## src/rtl/dps_pkg.sv

```systemverilog
package dps_pkg;

    localparam int unsigned DPS_PHASE_W = 4;

    typedef enum logic [1:0] {
        ST_IDLE    = 2'd0,
        ST_WAIT_LO = 2'd1,
        ST_ARM     = 2'd2,
        ST_WAIT_HI = 2'd3
    } dps_state_e;

    typedef struct packed {
        dps_state_e             st;
        logic [DPS_PHASE_W-1:0] req;
        logic                   cdr;
        logic                   ext;
        logic                   dll;
        logic                   ck;
        logic [DPS_PHASE_W-1:0] sel;
        logic                   done;
        logic                   err;
        logic                   err_stage;
    } dps_regs_t;

    localparam dps_regs_t DPS_RESET = '{
        st:        ST_IDLE,
        req:       '0,
        cdr:       1'b0,
        ext:       1'b0,
        dll:       1'b0,
        ck:        1'b0,
        sel:       '0,
        done:      1'b0,
        err:       1'b0,
        err_stage: 1'b0
    };

endpackage

```

## src/rtl/dps_tick_gen.sv

```systemverilog
module dps_tick_gen #(
    parameter int unsigned TICK_DIV = 100
) (
    input  logic clk,
    input  logic rst_n,
    output logic tick_o
);
    localparam int unsigned CW = (TICK_DIV > 1) ? $clog2(TICK_DIV) : 1;
    localparam logic [CW-1:0] LAST = CW'(TICK_DIV - 1);

    logic [CW-1:0] cnt_d, cnt_q;

    always_comb begin
        cnt_d = (cnt_q == LAST) ? '0 : cnt_q + 1'b1;
    end

    always_ff @(posedge clk or negedge rst_n) begin
        if (!rst_n) cnt_q <= '0;
        else        cnt_q <= cnt_d;
    end

    assign tick_o = (cnt_q == LAST);
endmodule

```

## src/rtl/dps_poll_ctr.sv

```systemverilog
module dps_poll_ctr #(
    parameter int unsigned POLLS = 50
) (
    input  logic clk,
    input  logic rst_n,
    input  logic clr_i,
    input  logic miss_i,
    output logic last_o
);
    localparam int unsigned CW = $clog2(POLLS + 1);
    localparam logic [CW-1:0] LAST = CW'(POLLS - 1);

    logic [CW-1:0] cnt_d, cnt_q;

    always_comb begin
        cnt_d = cnt_q;
        if (clr_i)       cnt_d = '0;
        else if (miss_i) cnt_d = cnt_q + 1'b1;
    end

    always_ff @(posedge clk or negedge rst_n) begin
        if (!rst_n) cnt_q <= '0;
        else        cnt_q <= cnt_d;
    end

    assign last_o = (cnt_q == LAST);
endmodule

```

## src/rtl/dps_gray_map.sv

```systemverilog
module dps_gray_map #(
    parameter int unsigned W = 4
) (
    input  logic [W-1:0] bin_i,
    output logic [W-1:0] gray_o
);
    assign gray_o[W-1] = bin_i[W-1];
    for (genvar i = 0; i < W - 1; i++) begin : g_bit
        assign gray_o[i] = bin_i[i] ^ bin_i[i+1];
    end
endmodule

```

## src/rtl/dll_phase_seq.sv

```systemverilog
module dll_phase_seq
    import dps_pkg::*;
#(
    parameter int unsigned TICK_DIV = 100,
    parameter int unsigned POLLS    = 50
) (
    input  logic                   clk,
    input  logic                   rst_n,
    input  logic                   start_i,
    input  logic [DPS_PHASE_W-1:0] phase_i,
    input  logic                   ck_out_stat_i,
    output logic                   cdr_en_o,
    output logic                   ext_sel_o,
    output logic                   dll_en_o,
    output logic                   ck_out_en_o,
    output logic [DPS_PHASE_W-1:0] phase_sel_o,
    output logic                   busy_o,
    output logic                   done_o,
    output logic                   err_o,
    output logic                   err_stage_o
);
    dps_regs_t              r_d, r_q;
    logic                   tick_w;
    logic                   poll_last_w;
    logic                   poll_clr_w;
    logic                   poll_miss_w;
    logic [DPS_PHASE_W-1:0] gray_w;

    dps_tick_gen #(.TICK_DIV(TICK_DIV)) u_tick (
        .clk    (clk),
        .rst_n  (rst_n),
        .tick_o (tick_w)
    );

    dps_poll_ctr #(.POLLS(POLLS)) u_poll (
        .clk    (clk),
        .rst_n  (rst_n),
        .clr_i  (poll_clr_w),
        .miss_i (poll_miss_w),
        .last_o (poll_last_w)
    );

    dps_gray_map #(.W(DPS_PHASE_W)) u_gray (
        .bin_i  (r_q.req),
        .gray_o (gray_w)
    );

    always_comb begin
        r_d         = r_q;
        r_d.done    = 1'b0;
        r_d.err     = 1'b0;
        poll_clr_w  = 1'b0;
        poll_miss_w = 1'b0;
        unique case (r_q.st)
            ST_IDLE: begin
                poll_clr_w = 1'b1;
                if (start_i) begin
                    r_d.req = phase_i;
                    r_d.cdr = 1'b0;
                    r_d.ck  = 1'b0;
                    r_d.ext = 1'b1;
                    r_d.dll = 1'b1;
                    r_d.st  = ST_WAIT_LO;
                end
            end
            ST_WAIT_LO: begin
                if (tick_w) begin
                    if (!ck_out_stat_i) begin
                        r_d.sel    = gray_w;
                        r_d.st     = ST_ARM;
                        poll_clr_w = 1'b1;
                    end else if (poll_last_w) begin
                        r_d.err       = 1'b1;
                        r_d.err_stage = 1'b0;
                        r_d.st        = ST_IDLE;
                        poll_clr_w    = 1'b1;
                    end else begin
                        poll_miss_w = 1'b1;
                    end
                end
            end
            ST_ARM: begin
                r_d.ck     = 1'b1;
                r_d.st     = ST_WAIT_HI;
                poll_clr_w = 1'b1;
            end
            ST_WAIT_HI: begin
                if (tick_w) begin
                    if (ck_out_stat_i) begin
                        r_d.cdr    = 1'b1;
                        r_d.ext    = 1'b0;
                        r_d.done   = 1'b1;
                        r_d.st     = ST_IDLE;
                        poll_clr_w = 1'b1;
                    end else if (poll_last_w) begin
                        r_d.err       = 1'b1;
                        r_d.err_stage = 1'b1;
                        r_d.st        = ST_IDLE;
                        poll_clr_w    = 1'b1;
                    end else begin
                        poll_miss_w = 1'b1;
                    end
                end
            end
            default: r_d.st = ST_IDLE;
        endcase
    end

    always_ff @(posedge clk or negedge rst_n) begin
        if (!rst_n) r_q <= DPS_RESET;
        else        r_q <= r_d;
    end

    assign cdr_en_o    = r_q.cdr;
    assign ext_sel_o   = r_q.ext;
    assign dll_en_o    = r_q.dll;
    assign ck_out_en_o = r_q.ck;
    assign phase_sel_o = r_q.sel;
    assign busy_o      = (r_q.st != ST_IDLE);
    assign done_o      = r_q.done;
    assign err_o       = r_q.err;
    assign err_stage_o = r_q.err_stage;
endmodule

```

## config.mk

```make
export PLATFORM = sky130hd
export DESIGN_NAME = dll_phase_seq
export DESIGN_NICKNAME = d
export VERILOG_FILES = /design/src/rtl/dps_pkg.sv /design/src/rtl/dps_tick_gen.sv /design/src/rtl/dps_poll_ctr.sv /design/src/rtl/dps_gray_map.sv /design/src/rtl/dll_phase_seq.sv
export SDC_FILE = /design/constraint.sdc
export NUM_CORES = 1
export LEC_CHECK = 0
export ABC_AREA = 1
export BUFFER_PORTS_ARGS = -buffer_cell sky130_fd_sc_hd__buf_2
export CAP_MARGIN = 20
export CORE_ASPECT_RATIO = 0.75
export CORE_MARGIN = 8
export CORE_UTILIZATION = 45
export CTS_BUF_LIST = sky130_fd_sc_hd__clkbuf_8
export DETAILED_ROUTE_END_ITERATION = 6
export PLACE_DENSITY = 0.67
export REMOVE_ABC_BUFFERS = 1
export SYNTH_ARGS = -nofsm -noshare
export SYNTH_HDL_FRONTEND = slang
export SYNTH_HIERARCHICAL = 1
export SYNTH_SLANG_ARGS = --single-unit
```

## constraint.sdc

```tcl
create_clock -name clk -period 1.78 [get_ports clk]
set_clock_uncertainty 0.05 [all_clocks]
set_input_delay 0.356 -clock clk [delete_from_list [all_inputs] [get_ports clk]]
set_output_delay 0.356 -clock clk [all_outputs]
set_load 0.01 [all_outputs]
```

After elaboration in Yosys (flattened, before gate mapping)
Index checks and enable logic that the tools add are counted.
- register bits: 30
- bits in latches: 0
- RAM bits: 0
- ROM bits: 0
- input port bits: 8
- output and inout port bits: 12
- word-level logic and storage cells: 79
- memories: 0
- add/subtract/negate cells: 2
- $mul: 0
- div/mod/pow operators: 0
- $lt $le $gt $ge: 0
- equality and inequality tests: 13
- shift operators: 0
- mux-type cells: 35
- bitwise logic cells: 4
- reductions and logical operators: 13
- operators by type and width (kind ; count):
    2-to-1 mux 2 bit ; 12
    inequality test 2 bit, second input constant ; 8
    2-to-1 mux 1 bit ; 12
    2-to-1 mux 6 bit ; 2
    2-to-1 mux 10 bit ; 1
    nonzero test 2 bit ; 5
    case mux 2 bit (2 select lines) ; 2
    case mux 2 bit (4 select lines) ; 1
    adder 7 x 1 -> 7 bit, second input constant ; 1
    == test 7 bit, second input constant ; 1
    2-to-1 mux 7 bit ; 1
    AND reduction 7 bit ; 1
    adder 6 x 1 -> 6 bit, second input constant ; 1
    == test 6 bit, second input constant ; 1
    AND reduction 3 bit ; 2
    == test 2 bit, second input constant ; 2
    case mux 1 bit (2 select lines) ; 2
    AND reduction 2 bit ; 2
    AND reduction 4 bit ; 1
    2-to-1 mux 3 bit ; 1
    case mux 1 bit (3 select lines) ; 1
    XOR 1 bit ; 3
    == test 2 x 1 -> 1 bit, second input constant ; 1
    logical NOT 2 bit ; 1
    2 further kinds ; 2

Longest topological paths before layout
Gate-level depths: netlist of run 1.
- depth after elaboration: 7
- depth in mapped cells: 14
- mapped depth without buffers: 14

By module
The synthesis of run 1 kept the hierarchy.
- by module, submodules not included (module ; instances ; cells an instance ; area an instance (µm²) ; seq. area each (µm²)):
    dll_phase_seq ; 1 ; 100 ; 842.1 ; 425.4
    dps_poll_ctr ; 1 ; 49 ; 376.6 ; 150.1
    dps_tick_gen ; 1 ; 42 ; 361.6 ; 175.2
    dps_gray_map ; 1 ; 14 ; 56.3 ; 0.0

Least setup slack after synthesis of run 1
No wires, ideal clock.
- kind: reg-to-reg
- start: register u_poll.cnt_q[1]
- end: register u_poll.cnt_q[5]
- data arrival time: 1648 ps
- required time: 1616 ps
- slack: -32 ps
- stages on the path, launching flop included: 15
- path buffers: 1
- cell sequence: dfrtp_1 inv_1 ha_1 nand3_1 nor3_1 inv_1 nand4_1 nor2_1 buf_2 nor2_2 nor2_4 nand3_2 nand2_1 inv_1 nor2_1
- cells in the longest elaborated chain, start to end: 6
- elaborated cells on any way between the ends: 17
- those cells by class: add/sub: 1; eq/ne: 1; mux: 14; reduce/logical: 1
- ends and longest elaborated chain (element ; line ; text):
    start: declaration ; dps_poll_ctr.sv:13 ; logic [CW-1:0] cnt_d, cnt_q;
    start signal: assignment ; dps_poll_ctr.sv:23 ; else cnt_q <= cnt_d;
    == test 6 bit (*) ; dps_poll_ctr.sv:26 ; assign last_o = (cnt_q == LAST);
    net poll_last_w ; dll_phase_seq.sv:24 ; logic poll_last_w;
    2-to-1 mux 1 bit (*) ; dll_phase_seq.sv:72, dll_phase_seq.sv:95 ;
    2-to-1 mux 1 bit, on equally long branches ; dll_phase_seq.sv:89, dll_phase_seq.sv:68 ;
    2-to-1 mux 1 bit, on equally long branches ; dll_phase_seq.sv:88, dll_phase_seq.sv:67 ;
    case mux 1 bit (2 select lines) (*) ; dll_phase_seq.sv:54 ; unique case (r_q.st)
    net poll_miss_w ; dll_phase_seq.sv:26 ; logic poll_miss_w;
    nonzero test 2 bit (no source line) (*) ; - ;
The timed path passes the listed nets; every way through them passes the cells marked *. The select of a mux whose other input is x is not followed.
A chain may end at the register's enable or synchronous reset.

Final worst setup path of run 1
- start: register u_poll.cnt_q[1]
- end: register u_poll.cnt_q[2]
Same word-level chain as after synthesis.

==> impl_metrics.prom, run 1 <==
# TYPE chip_impl_metric gauge
chip_impl_info{name="outcome",value="complete, but fails checks"} 1
chip_impl_info{name="violations",value="negative setup slack"} 1
chip_impl_metric{name="post-route-period-util",unit="%"} 100
chip_impl_metric{name="drv.max_cap_violation_count",unit=""} 0
chip_impl_metric{name="crit_path_dat",unit="ps"} 1910
chip_impl_metric{name="share_clk_of_total_power",unit="%"} 45.1
chip_impl_metric{name="max-slew-margin-rel",unit="%"} 55.9
chip_impl_metric{name="number_of_synthesized_flops_with_an_enable_pin",unit=""} 0
chip_impl_metric{name="post_route_cells_drive_above_1_share",unit="%"} 29.4
chip_impl_metric{name="dieArea",unit="um2"} 5840
chip_impl_info{name="critPathLaunch",value="u_poll/cnt_q[1]$_DFFE_PN0P_"} 1
chip_impl_metric{name="detailed_place_hpwl",unit="um"} 2490
chip_impl_metric{name="synth_largest_type_area_fraction",unit="%"} 45.9
chip_impl_info{name="crit_slowest_cell",value="dfrtp_1"} 1
chip_impl_metric{name="yosys_warnings",unit=""} 6
chip_impl_metric{name="p_sw_share",unit="%"} 22.7
chip_impl_info{name="setup.worst_path.start_class",value="flop"} 1
chip_impl_metric{name="grt_start_max_net_pins",unit=""} 31
chip_impl_info{name="critical_path.most_common_cell",value="inv_1"} 1
chip_impl_metric{name="timing_worst_slew_pin_value",unit="ps"} 662
chip_impl_metric{name="worst_skew_pair.late_latency",unit="ps"} 280
chip_impl_metric{name="drt-pass1-iter-count",unit=""} 4
chip_impl_metric{name="clk_transition_reported_paths",unit="ps"} 70
chip_impl_metric{name="syn_area_per_cell",unit="um2"} 7.98
chip_impl_metric{name="post-route-worst-setup-slack",unit="ps"} -3.60
chip_impl_metric{name="synthArstFlopShare",unit="%"} 100
chip_impl_metric{name="hold_buffers",unit=""} 0
chip_impl_info{name="netlist_top_cells_count",value="nand2_1 (67), dfrtp_1 (30), inv_1 (25)"} 1
chip_impl_metric{name="grt_use_total",unit="%"} 12.8
chip_impl_metric{name="seq_area_frac_synth",unit="%"} 45.9
chip_impl_metric{name="post_synthesis_cell_type_count",unit=""} 30
chip_impl_metric{name="peakVddDrop",unit="mV"} 0.445
chip_impl_metric{name="fp.dieW",unit="um"} 85.6
chip_impl_metric{name="detail-route-antenna-nets",unit=""} 0
chip_impl_metric{name="core_region_area",unit="um2"} 3570
chip_impl_metric{name="switching_power",unit="mW"} 0.294
chip_impl_info{name="synth_flop_cell",value="dfrtp_1"} 1
chip_impl_metric{name="postSynthRegisterBits",unit=""} 30
chip_impl_metric{name="leakage",unit="nW"} 1.09
chip_impl_metric{name="synth_instances",unit=""} 205
chip_impl_info{name="crit_chain",value="inv_1 -> ha_2 -> nand3_2 -> nor3_2 -> inv_1 -> nand4_1 -> nor2_1 -> buf_4 -> inv_1 -> nand2_2 -> a21oi_2 -> nor2_1"} 1
chip_impl_metric{name="ios",unit=""} 20
chip_impl_metric{name="antenna_found_initial",unit=""} 0
chip_impl_metric{name="max_stage_delay",unit="ps"} 390
chip_impl_metric{name="max_slew_violation_total_from_the_final_report",unit=""} 0
chip_impl_metric{name="core.rowCount",unit=""} 19
chip_impl_metric{name="cp.required",unit="ps"} 1900
chip_impl_info{name="critical_path.endpoint_type",value="flop"} 1
chip_impl_metric{name="time_the_worst_path_needs_with_i_o_delays_and_setup",unit="ps"} 1780
chip_impl_metric{name="numCtsBuffers",unit=""} 5
chip_impl_info{name="critical_path.reg2reg.startpoint",value="u_poll/cnt_q[1]$_DFFE_PN0P_"} 1
chip_impl_metric{name="cp_max_fo",unit=""} 6
chip_impl_info{name="worstSetupPathType",value="reg -> reg"} 1
chip_impl_metric{name="total_inserted_antenna_cells",unit=""} 0
chip_impl_metric{name="grt_first_pass_wirelength",unit="um"} 5660
chip_impl_metric{name="initial_utilization",unit="%"} 45.9
chip_impl_metric{name="global_route.overflow_total",unit=""} 0
chip_impl_metric{name="post-place-ws",unit="ps"} -8.18
chip_impl_info{name="critPathTopFamily",value="simple AND/OR/NAND/NOR gates"} 1
chip_impl_metric{name="htree_num_levels",unit=""} 2
chip_impl_info{name="synthMostInstantiatedCell",value="nand2_1"} 1
chip_impl_metric{name="max_clock_freq",unit="MHz"} 561
chip_impl_metric{name="gp_routability_congestion",unit=""} 0.869
chip_impl_info{name="netlist.top_cell.by_area",value="dfrtp_1"} 1
chip_impl_metric{name="synthToLayoutAreaGrowth",unit="%"} 18.7
chip_impl_metric{name="cts.sinks",unit=""} 30
chip_impl_metric{name="port_buffers",unit=""} 19
chip_impl_metric{name="setup_viol",unit=""} 1
chip_impl_metric{name="vias",unit=""} 1314
chip_impl_metric{name="clk_path_buf_depth",unit=""} 2
chip_impl_metric{name="internal_power",unit="mW"} 1.00
chip_impl_metric{name="power_per_unit_of_standard_cell_area",unit="nW/um2"} 666
chip_impl_metric{name="power.total",unit="mW"} 1.29
chip_impl_metric{name="power.share.combinational",unit="%"} 2.2
chip_impl_metric{name="count_of_nets_after_finishing",unit=""} 248
chip_impl_metric{name="hold_vio_cnt_final",unit=""} 0
chip_impl_metric{name="cp.buffers_inverters",unit=""} 4
chip_impl_metric{name="wire_per_inst",unit="um"} 12.0
chip_impl_info{name="clock_root_cell",value="clkbuf_8"} 1
chip_impl_info{name="synthTopCellsByArea",value="dfrtp_1 (46%), nand2_1 (15%), inv_1 (5.7%), nor2_1 (4.6%), nand3_1 (3.1%)"} 1
chip_impl_metric{name="vias_in_the_first_global_route",unit=""} 1241
chip_impl_metric{name="seqPwrFrac",unit="%"} 52.7
chip_impl_metric{name="final_wl",unit="um"} 3360
chip_impl_metric{name="synthesis.area",unit="um2"} 1640
chip_impl_metric{name="detail_route.iter0.violations",unit=""} 43
chip_impl_info{name="grt_setup_unrepaired",value="true"} 1
chip_impl_metric{name="height_of_the_chip",unit="um"} 68.2
chip_impl_info{name="hold_path.class",value="in -> async"} 1
chip_impl_metric{name="detail_route.vias_per_cell",unit=""} 4.69
chip_impl_metric{name="drt_drc_violations_left",unit=""} 0
chip_impl_info{name="tritoncts",value="built"} 1
-- placed cells by master (no fill, tap or decap) --
cell type and instances:
inv_2 6, dfrtp_1 30, nand2_2 2, clkinv_4 1, a211oi_2 1, ha_2 1, inv_1 24, xnor2_1 1
a21oi_2 2, a21oi_1 3, clkinvlp_4 1, xor2_1 2, nand3_1 9, buf_4 14, nor2_2 2, nand4_1 6
o21ai_1 2, or2_1 1, o21ai_0 1, buf_2 19, nand3_2 4, ha_1 2, nand2_1 66, clkbuf_8 6
nor3_2 3, clkinv_2 2, nand2_4 2, nand4_4 1, nor2_1 20, nor2_4 3, nand3b_1 1
-- metrics by stage --
stage          setup TNS, ps  std cells  hold slack, ps  utilization (%)  cell area [um2]
2_1_floorplan           -296        197            10.4                -             1570
3_3_place_gp               0        269             378             50.5             1800
3_5_place_dp           -16.1        269             387             50.5             1800
4_1_cts                    0        277            77.9             53.3             1900
5_1_grt                 -436        280             105             54.5             1940
6_report               -3.60        280            49.2             54.5             1940
-- sequential cells by signal, indices dropped and copies added (netlist names) --
register	cells
u_tick/cnt_q	7
r_q	6
u_poll/cnt_q	6
phase_sel_o	4
cdr_en_o	1
ck_out_en_o	1
dll_en_o	1
done_o	1
err_o	1
err_stage_o	1
ext_sel_o	1
-- cell families after synthesis --
family / Yosys count / share of synthesized area, %
compound gates: 9 / 3.13
xor+xnor: 3 / 1.61
fa+ha+maj: 3 / 2.29
buf+inv: 40 / 11.7
flops: 30 / 45.9
simple gates: 120 / 35.4
-- path summary, 6_finish.rpt --
| kind | end | slack (ps) | cells after the start |
|---|---|---|---|
| max in group asynchronous | u_poll/cnt_q[4]$_DFFE_PN0P_ | 1200 | 1 |
| worst max-delay path | u_poll/cnt_q[2]$_DFFE_PN0P_ | -4 | 12 |
| worst min register to register | dll_en_o$_DFFE_PN0P_ | 410 | 1 |
| worst min-delay path | r_q[13]$_DFFE_PN0P_ | 50 | 1 |
| min in group clk | r_q[12]$_DFFE_PN0P_ | 220 | 3 |
| worst max register to register | u_poll/cnt_q[2]$_DFFE_PN0P_ | -4 | 12 |
-- timing repair --
item / 4_1_cts / 5_1_grt
resized for setup: 1 / 6
setup buffers: 0 / 3
pin swaps: 0 / 5
endpoints found under the setup margin: 2 / 6
-- final cells by class --
type / instances / area, um2
well taps: 42 / 52.6
clock buffers: 6 / 82.6
repair buffers: 33 / 200
clock inverters: 2 / 12.5
fillers: 337 / 1620
multi-input cells: 135 / 718
flip-flops and latches: 30 / 751
inverters: 32 / 126
-- power by group through the flow --
| stage | clock (mW) | combinational, mW | sequential [mW] |
|---|---|---|---|
| CTS | 0.601 | 0.0309 | 0.681 |
| detailed placement | 0 | 0.0306 | 0.694 |
| finish | 0.583 | 0.0290 | 0.682 |
| floorplan | 0 | 0.00634 | 0.695 |
| global placement | 0 | 0.0300 | 0.694 |
| global route | 0.635 | 0.0353 | 0.681 |
-- per-layer routing --
layer	global-route usage, %	wire length (um)	vias up
met3	6.00	247	6
met5	0	0	-
li1	-	-	687
met2	18.1	1400	33
met4	6.52	53	0
met1	16.0	1660	588
No activity file was read; power rests on OpenSTA's default activity.
==> inputs of run 2 (changes only) <==
--- a/config.mk
+++ b/config.mk
@@ -15,6 +15,7 @@
 export DETAILED_ROUTE_END_ITERATION = 6
 export PLACE_DENSITY = 0.67
 export REMOVE_ABC_BUFFERS = 1
+export SETUP_SLACK_MARGIN = 0.05
 export SYNTH_ARGS = -nofsm -noshare
 export SYNTH_HDL_FRONTEND = slang
 export SYNTH_HIERARCHICAL = 1
==> constraint.sdc (replaced) <==
create_clock -name clk -period 1.4 [get_ports clk]
set_clock_uncertainty 0.05 [all_clocks]
set_input_delay 0.28 -clock clk [delete_from_list [all_inputs] [get_ports clk]]
set_output_delay 0.28 -clock clk [all_outputs]
set_load 0.01 [all_outputs]
==> run 2 against run 1 <==
  * The flow still finishes with violations (negative setup slack)
  * Non-clock buffer count is 32 higher
  * Worst setup slack worse by 410 ps
  * Hold slack better by 89 ps
  * Sequential cell count stayed put
  * Utilization is 11 points higher
  * Die area stayed put
==> impl_metrics.prom, run 2 (same netlist as run 1, synthesis figures left out) <==
# TYPE chip_impl_metric gauge
chip_impl_info{name="outcome",value="complete, but fails checks"} 1
chip_impl_info{name="violations",value="negative setup slack"} 1
chip_impl_metric{name="timing.setup.tns",unit="ps"} -2700
chip_impl_metric{name="numCtsBuffers",unit=""} 5
chip_impl_metric{name="core.rowCount",unit=""} 19
chip_impl_metric{name="power.share.combinational",unit="%"} 3.4
chip_impl_metric{name="switching_power",unit="mW"} 0.377
chip_impl_metric{name="wire_per_inst",unit="um"} 12.3
chip_impl_info{name="crit_slowest_cell",value="dfrtp_1"} 1
chip_impl_metric{name="setup_viol",unit=""} 11
chip_impl_metric{name="total_inserted_antenna_cells",unit=""} 0
chip_impl_info{name="critPathTopFamily",value="simple AND/OR/NAND/NOR gates"} 1
chip_impl_metric{name="grt_first_pass_wirelength",unit="um"} 6050
chip_impl_metric{name="max_slew_violation_total_from_the_final_report",unit=""} 0
chip_impl_metric{name="cts.sinks",unit=""} 30
chip_impl_metric{name="vias_in_the_first_global_route",unit=""} 1399
chip_impl_info{name="most_frequent_cells_in_the_layout",value="nand2_1 (55), buf_4 (38), dfrtp_1 (30)"} 1
chip_impl_info{name="clock_root_cell",value="clkbuf_8"} 1
chip_impl_metric{name="post-route-worst-setup-slack",unit="ps"} -411
chip_impl_metric{name="detail-route-antenna-nets",unit=""} 0
chip_impl_info{name="top_register",value="u_tick/cnt_q"} 1
chip_impl_metric{name="timing_worst_slew_pin_value",unit="ps"} 220
chip_impl_metric{name="max_stage_delay",unit="ps"} 370
chip_impl_info{name="grt_setup_unrepaired",value="true"} 1
chip_impl_metric{name="peakVddDrop",unit="mV"} 0.644
chip_impl_metric{name="fp.dieW",unit="um"} 85.6
chip_impl_metric{name="cp_max_fo",unit=""} 5
chip_impl_metric{name="power_per_unit_of_standard_cell_area",unit="nW/um2"} 716
chip_impl_metric{name="htree_num_levels",unit=""} 2
chip_impl_metric{name="detailed_place_hpwl",unit="um"} 2490
chip_impl_info{name="critical_path.endpoint_type",value="flop"} 1
chip_impl_info{name="setup.worst_path.start_class",value="flop"} 1
chip_impl_metric{name="time_the_worst_path_needs_with_i_o_delays_and_setup",unit="ps"} 1810
chip_impl_metric{name="port_buffers",unit=""} 19
chip_impl_info{name="layout_commonest_cell",value="nand2_1"} 1
chip_impl_metric{name="grt_use_total",unit="%"} 13.4
chip_impl_metric{name="height_of_the_chip",unit="um"} 68.2
chip_impl_metric{name="post_route_cells_drive_above_1_share",unit="%"} 45.9
chip_impl_metric{name="ios",unit=""} 20
chip_impl_metric{name="post-place-ws",unit="ps"} -324
chip_impl_metric{name="dieArea",unit="um2"} 5840
chip_impl_metric{name="drt_drc_violations_left",unit=""} 0
chip_impl_info{name="tritoncts",value="built"} 1
chip_impl_metric{name="cp.buffers_inverters",unit=""} 6
chip_impl_metric{name="leakage",unit="nW"} 1.28
chip_impl_metric{name="drt-pass1-iter-count",unit=""} 4
chip_impl_info{name="largest_registers",value="u_tick/cnt_q: 7 flops, r_q: 6 flops, u_poll/cnt_q: 6 flops"} 1
chip_impl_metric{name="drv.max_cap_violation_count",unit=""} 0
chip_impl_metric{name="seqPwrFrac",unit="%"} 52.2
chip_impl_metric{name="antenna_found_initial",unit=""} 0
chip_impl_metric{name="count_of_nets_after_finishing",unit=""} 280
chip_impl_metric{name="hold_vio_cnt_final",unit=""} 0
chip_impl_metric{name="initial_utilization",unit="%"} 45.9
chip_impl_metric{name="largest_register_ffs",unit=""} 7
chip_impl_metric{name="detail_route.vias_per_cell",unit=""} 4.77
chip_impl_metric{name="cp.required",unit="ps"} 1520
chip_impl_metric{name="global_route.overflow_total",unit=""} 0
chip_impl_metric{name="p_sw_share",unit="%"} 22.7
chip_impl_metric{name="grt_start_max_net_pins",unit=""} 31
chip_impl_metric{name="max_clock_freq",unit="MHz"} 552
chip_impl_metric{name="share_clk_of_total_power",unit="%"} 44.4
chip_impl_metric{name="synthToLayoutAreaGrowth",unit="%"} 41.7
chip_impl_metric{name="post-route-period-util",unit="%"} 129
chip_impl_metric{name="final_wl",unit="um"} 3830
chip_impl_metric{name="crit_path_dat",unit="ps"} 1940
chip_impl_metric{name="clk_path_buf_depth",unit=""} 2
chip_impl_metric{name="clk_transition_reported_paths",unit="ps"} 70
chip_impl_info{name="hold_path.class",value="in -> reg"} 1
chip_impl_metric{name="core_region_area",unit="um2"} 3570
chip_impl_metric{name="gp_routability_congestion",unit=""} 0.841
chip_impl_info{name="crit_chain",value="inv_1 -> ha_2 -> nand3_2 -> nor3_4 -> inv_2 -> nand4_1 -> nand2_1 -> inv_2 -> buf_4 -> inv_4 -> buf_4 -> nand2_1 -> nor2_1"} 1
chip_impl_metric{name="layout.filler_cells",unit=""} 303
chip_impl_metric{name="worst_skew_pair.late_latency",unit="ps"} 280
chip_impl_metric{name="internal_power",unit="mW"} 1.28
chip_impl_info{name="worstSetupPathType",value="reg -> reg"} 1
chip_impl_metric{name="detail_route.iter0.violations",unit=""} 77
chip_impl_metric{name="max-slew-margin-rel",unit="%"} 85.3
chip_impl_metric{name="vias",unit=""} 1488
run 2: changes by cell type in the layout (fill, tap and decap cells not counted), moves of 3 or more:
| cell | previous run | this run |
|---|---|---|
| nor2_1 | 20 | 15 |
| inv_1 | 24 | 21 |
| buf_4 | 14 | 38 |
| nand2_2 | 2 | 12 |
| nor2_4 | 3 | 6 |
| buf_6 | 0 | 6 |
| nand2_1 | 66 | 55 |
run 2: final cells by class:
| class | instances | area, um2 | area share [%] |
|---|---|---|---|
| multi-input combinational | 135 | 808 | 34.8 |
| sequential | 30 | 751 | 32.4 |
| timing repair buffer | 65 | 478 | 20.6 |
| inverter | 32 | 135 | 5.83 |
| clock buffer | 6 | 82.6 | 3.56 |
| tap | 42 | 52.6 | 2.27 |
| clock inverter | 2 | 12.5 | 0.539 |
run 2: worst reg2reg max path, delay by kind of cell, from the launching register on:
family / cells / cell delay, ps
AND/OR/NAND/NOR: 6 / 640
adder cells (fa/ha/maj): 1 / 170
flip-flops: 1 / 370
buffers and inverters: 6 / 490
run 2: repair_timing:
action                                  in CTS  in global routing
pin swaps                                    4                 21
setup buffers                                6                  9
endpoints found under the hold margin       30                  0
gates resized for setup                     12                 34
endpoints found under the setup margin      15                 17
hold buffers                                 1                  0
run 2: path summary, 6_finish.rpt:
kind                                        startpoint                           to  slack, ps  cells after the start
setup / recovery           u_poll/cnt_q[1]$_DFFE_PN0P_  u_poll/cnt_q[5]$_DFFE_PN0P_       -410                     13
hold / removal                              phase_i[1]          r_q[12]$_DFFE_PN0P_        140                      3
setup reg to reg           u_poll/cnt_q[1]$_DFFE_PN0P_  u_poll/cnt_q[5]$_DFFE_PN0P_       -410                     13
hold reg to reg                   dll_en_o$_DFFE_PN0P_         dll_en_o$_DFFE_PN0P_        410                      1
max in group asynchronous                        rst_n  u_poll/cnt_q[5]$_DFFE_PN0P_        700                      3
min in group asynchronous                        rst_n    u_tick/cnt_q[5]$_DFF_PN0_        430                      3
run 2: power by group through the flow:
| stage | registers, mW | clock network (mW) | logic [mW] |
|---|---|---|---|
| floorplan | 0.883 | 0 | 0.00806 |
| global placement | 0.883 | 0 | 0.0506 |
| detailed placement | 0.883 | 0 | 0.0505 |
| CTS | 0.866 | 0.757 | 0.0531 |
| global route | 0.866 | 0.800 | 0.0634 |
| finish | 0.866 | 0.738 | 0.0557 |
run 2: through the flow:
| stage | hold slack (ps) | area, um2 | utilization, % | power (mW) | cells |
|---|---|---|---|---|---|
| floorplan | -65.6 | 1570 | - | 0.891 | 197 |
| global placement | 191 | 1970 | 55.3 | 0.933 | 290 |
| detailed placement | 198 | 1970 | 55.3 | 0.933 | 290 |
| CTS | 134 | 2150 | 60.3 | 1.68 | 305 |
| global route | 158 | 2320 | 65.1 | 1.73 | 312 |
| finish | 138 | 2320 | 65.1 | 1.66 | 312 |
run 2: per-layer routing:
| layer | wire length [um] | global-route usage (%) | vias to the layer above |
|---|---|---|---|
| li1 | - | - | 752 |
| met1 | 1740 | 16.2 | 696 |
| met2 | 1790 | 21.9 | 36 |
| met3 | 264 | 5.04 | 4 |
| met4 | 38 | 4.35 | 0 |
| met5 | 0 | 0 | - |
==> inputs of run 3 (changes only) <==
--- a/config.mk
+++ b/config.mk
@@ -14,8 +14,6 @@
 export CTS_BUF_LIST = sky130_fd_sc_hd__clkbuf_8
 export DETAILED_ROUTE_END_ITERATION = 6
 export PLACE_DENSITY = 0.67
-export REMOVE_ABC_BUFFERS = 1
-export SETUP_SLACK_MARGIN = 0.05
 export SYNTH_ARGS = -nofsm -noshare
 export SYNTH_HDL_FRONTEND = slang
 export SYNTH_HIERARCHICAL = 1
==> run 3 against run 2 <==
  * The flow still finishes with violations (negative setup slack)
  * Via count up 0.54%
  * Largest cell class unchanged
  * Cell count down 0.64%
  * Sequential share of layout area shrank 1.1 points
  * Non-clock buffer count decreased by 2
  * Sequential power about the same
  * First-iteration DRC count grew 25%
  * Wire length is 6.3% higher
  * Count of clock-buffer cells in the layout did not move
  * Worst setup slack got worse by 11 ps
  * Die area did not move
  * Hold slack worse by 5.9 ps
==> impl_metrics.prom, run 3 (same netlist as run 1, synthesis figures left out) <==
# TYPE chip_impl_metric gauge
chip_impl_info{name="violations",value="negative setup slack"} 1
chip_impl_metric{name="ff_latch_area",unit="um2"} 751
chip_impl_metric{name="leakage",unit="nW"} 1.30
chip_impl_metric{name="max_clock_freq",unit="MHz"} 549
chip_impl_metric{name="final_wl",unit="um"} 4080
chip_impl_metric{name="height_of_the_chip",unit="um"} 68.2
chip_impl_metric{name="max_slew_violation_total_from_the_final_report",unit=""} 0
chip_impl_metric{name="wire_per_inst",unit="um"} 13.1
chip_impl_metric{name="dieArea",unit="um2"} 5840
chip_impl_metric{name="vias",unit=""} 1496
chip_impl_metric{name="grt_first_pass_wirelength",unit="um"} 6360
chip_impl_metric{name="cts.sinks",unit=""} 30
chip_impl_metric{name="synth_nets",unit=""} 216
chip_impl_metric{name="detail-route-antenna-nets",unit=""} 0
chip_impl_metric{name="drt-pass1-iter-count",unit=""} 4
chip_impl_metric{name="cp_max_fo",unit=""} 5
chip_impl_metric{name="clk_path_buf_depth",unit=""} 2
chip_impl_metric{name="antenna_found_initial",unit=""} 0
chip_impl_metric{name="peakVddDrop",unit="mV"} 0.607
chip_impl_metric{name="detailed_place_hpwl",unit="um"} 2560
chip_impl_info{name="top_register",value="u_tick/cnt_q"} 1
chip_impl_info{name="critPathTopFamily",value="simple AND/OR/NAND/NOR gates"} 1
chip_impl_metric{name="cp.required",unit="ps"} 1530
chip_impl_info{name="worstSetupPathType",value="reg -> reg"} 1
chip_impl_metric{name="core_region_area",unit="um2"} 3570
chip_impl_metric{name="worst_skew_pair.late_latency",unit="ps"} 290
chip_impl_metric{name="initial_utilization",unit="%"} 45.9
chip_impl_metric{name="gp_routability_congestion",unit=""} 0.837
chip_impl_metric{name="post_route_cells_drive_above_1_share",unit="%"} 45.5
chip_impl_metric{name="clk_transition_reported_paths",unit="ps"} 70
chip_impl_metric{name="drt_drc_violations_left",unit=""} 0
chip_impl_metric{name="max_stage_delay",unit="ps"} 380
chip_impl_info{name="layout_commonest_cell",value="nand2_1"} 1
chip_impl_metric{name="globalRouteMet3Util",unit="%"} 4.56
chip_impl_metric{name="layout.filler_cells",unit=""} 285
chip_impl_metric{name="grt_use_met2",unit="%"} 22.2
chip_impl_metric{name="vias_in_the_first_global_route",unit=""} 1341
chip_impl_metric{name="multi_input_area",unit="um2"} 826
chip_impl_info{name="largest_registers",value="u_tick/cnt_q: 7 flops, r_q: 6 flops, u_poll/cnt_q: 6 flops"} 1
chip_impl_metric{name="detail_route.iter0.violations",unit=""} 96
chip_impl_metric{name="final_core_util",unit="%"} 67.3
chip_impl_info{name="crit_slowest_cell",value="dfrtp_1"} 1
chip_impl_info{name="tritoncts",value="built"} 1
chip_impl_metric{name="post-route-period-util",unit="%"} 130
chip_impl_metric{name="port_buffers",unit=""} 19
chip_impl_metric{name="detail_route.vias_per_cell",unit=""} 4.83
chip_impl_info{name="setup.worst_path.start_class",value="flop"} 1
chip_impl_metric{name="hold_vio_cnt_final",unit=""} 0
chip_impl_metric{name="numCtsBuffers",unit=""} 5
chip_impl_metric{name="time_the_worst_path_needs_with_i_o_delays_and_setup",unit="ps"} 1820
chip_impl_metric{name="fp.dieW",unit="um"} 85.6
chip_impl_metric{name="cp.buffers_inverters",unit=""} 6
chip_impl_info{name="grt_setup_unrepaired",value="true"} 1
chip_impl_metric{name="power_per_unit_of_standard_cell_area",unit="nW/um2"} 842
chip_impl_metric{name="grt_use_total",unit="%"} 14.4
chip_impl_metric{name="synthToLayoutAreaGrowth",unit="%"} 46.6
chip_impl_info{name="most_frequent_cells_in_the_layout",value="nand2_1 (58), buf_4 (33), dfrtp_1 (30)"} 1
chip_impl_metric{name="final_cell_area",unit="um2"} 2400
chip_impl_info{name="hold_path.class",value="in -> reg"} 1
chip_impl_metric{name="grt_start_max_net_pins",unit=""} 20
chip_impl_metric{name="global_route.overflow_total",unit=""} 0
chip_impl_metric{name="count_of_nets_after_finishing",unit=""} 278
chip_impl_info{name="outcome",value="complete, but fails checks"} 1
chip_impl_metric{name="timing_worst_slew_pin_value",unit="ps"} 316
chip_impl_info{name="critical_path.endpoint_type",value="flop"} 1
chip_impl_metric{name="crit_path_dat",unit="ps"} 1950
chip_impl_metric{name="grt_util_met1",unit="%"} 18.2
chip_impl_metric{name="largest_register_ffs",unit=""} 7
chip_impl_metric{name="setup_viol",unit=""} 12
chip_impl_metric{name="ios",unit=""} 20
chip_impl_info{name="top_usage_layer",value="met2"} 1
chip_impl_metric{name="total_inserted_antenna_cells",unit=""} 0
chip_impl_metric{name="max-slew-margin-rel",unit="%"} 79.0
chip_impl_metric{name="htree_num_levels",unit=""} 2
chip_impl_info{name="crit_chain",value="inv_1 -> ha_2 -> nand3_2 -> nor3_4 -> inv_2 -> nand4_1 -> nand2_1 -> inv_2 -> buf_4 -> inv_4 -> buf_4 -> nand2_1 -> nor2_1"} 1
chip_impl_metric{name="dpl_cell_area",unit="um2"} 1980
chip_impl_metric{name="post-route-worst-setup-slack",unit="ps"} -422
chip_impl_info{name="clock_root_cell",value="clkbuf_8"} 1
chip_impl_metric{name="core.rowCount",unit=""} 19
chip_impl_metric{name="drv.max_cap_violation_count",unit=""} 0
==> run 3: stage by stage <==
stage                     setup TNS, ps  hold WS, ps  cells  worst slack, ps  power, mW
after CTS                         -2160          132    300             -294       2.04
after global routing              -3970          137    310             -490       2.09
after floorplan                   -1320        -65.6    205             -288      0.891
after detailed placement          -2540          139    287             -486      0.934
final                             -2910          132    310             -422       2.02
after global placement            -2270          135    287             -437      0.934
==> run 3: tightest hold or removal path, cell delays in order <==
cell     delay (ps)
buf_2            70
nand2_1          40
nand2_1          40
==> run 3: report_power, final <==
group	internal, mW	switching, mW
logic	0.0214	0.0349
clock network	0.759	0.339
registers	0.867	0
total	1.65	0.374
==> run 3: repair_timing <==
item	CTS	global route
gates resized for setup	18	22
endpoints found under the setup margin	15	17
hold buffers	1	0
buffers inserted	5	11
endpoints found under the hold margin	11	0
pin swaps	9	13
==> run 3: area by class of cell <==
cell class | instances | share of cell area (%)
clock buffer | 6 | 3.44
clock inverter | 2 | 2.50
inverter | 32 | 5.53
multi-input combinational | 135 | 34.4
sequential | 30 | 31.3
tap | 42 | 2.19
timing repair buffer | 63 | 20.6
==> run 3: worst paths after layout <==
kind	depth (start not counted)	start	to	slack (ps)
worst max-delay path	13	u_poll/cnt_q[1]$_DFFE_PN0P_	u_poll/cnt_q[5]$_DFFE_PN0P_	-420
worst min-delay path	3	phase_i[0]	r_q[11]$_DFFE_PN0P_	130
worst max register to register	13	u_poll/cnt_q[1]$_DFFE_PN0P_	u_poll/cnt_q[5]$_DFFE_PN0P_	-420
worst min register to register	2	ext_sel_o$_DFFE_PN0P_	ext_sel_o$_DFFE_PN0P_	420
max in group asynchronous	3	rst_n	err_stage_o$_DFFE_PN0P_	540
min in group asynchronous	2	rst_n	phase_sel_o[1]$_DFFE_PN0P_	360
==> run 3: layer usage <==
layer,wire length (um),part of all wire (%),up-vias
li1,-,-,752
met1,1810,44,697
met2,1910,47,35
met3,248,6.1,12
met4,108,2.6,0
met5,0,0,-
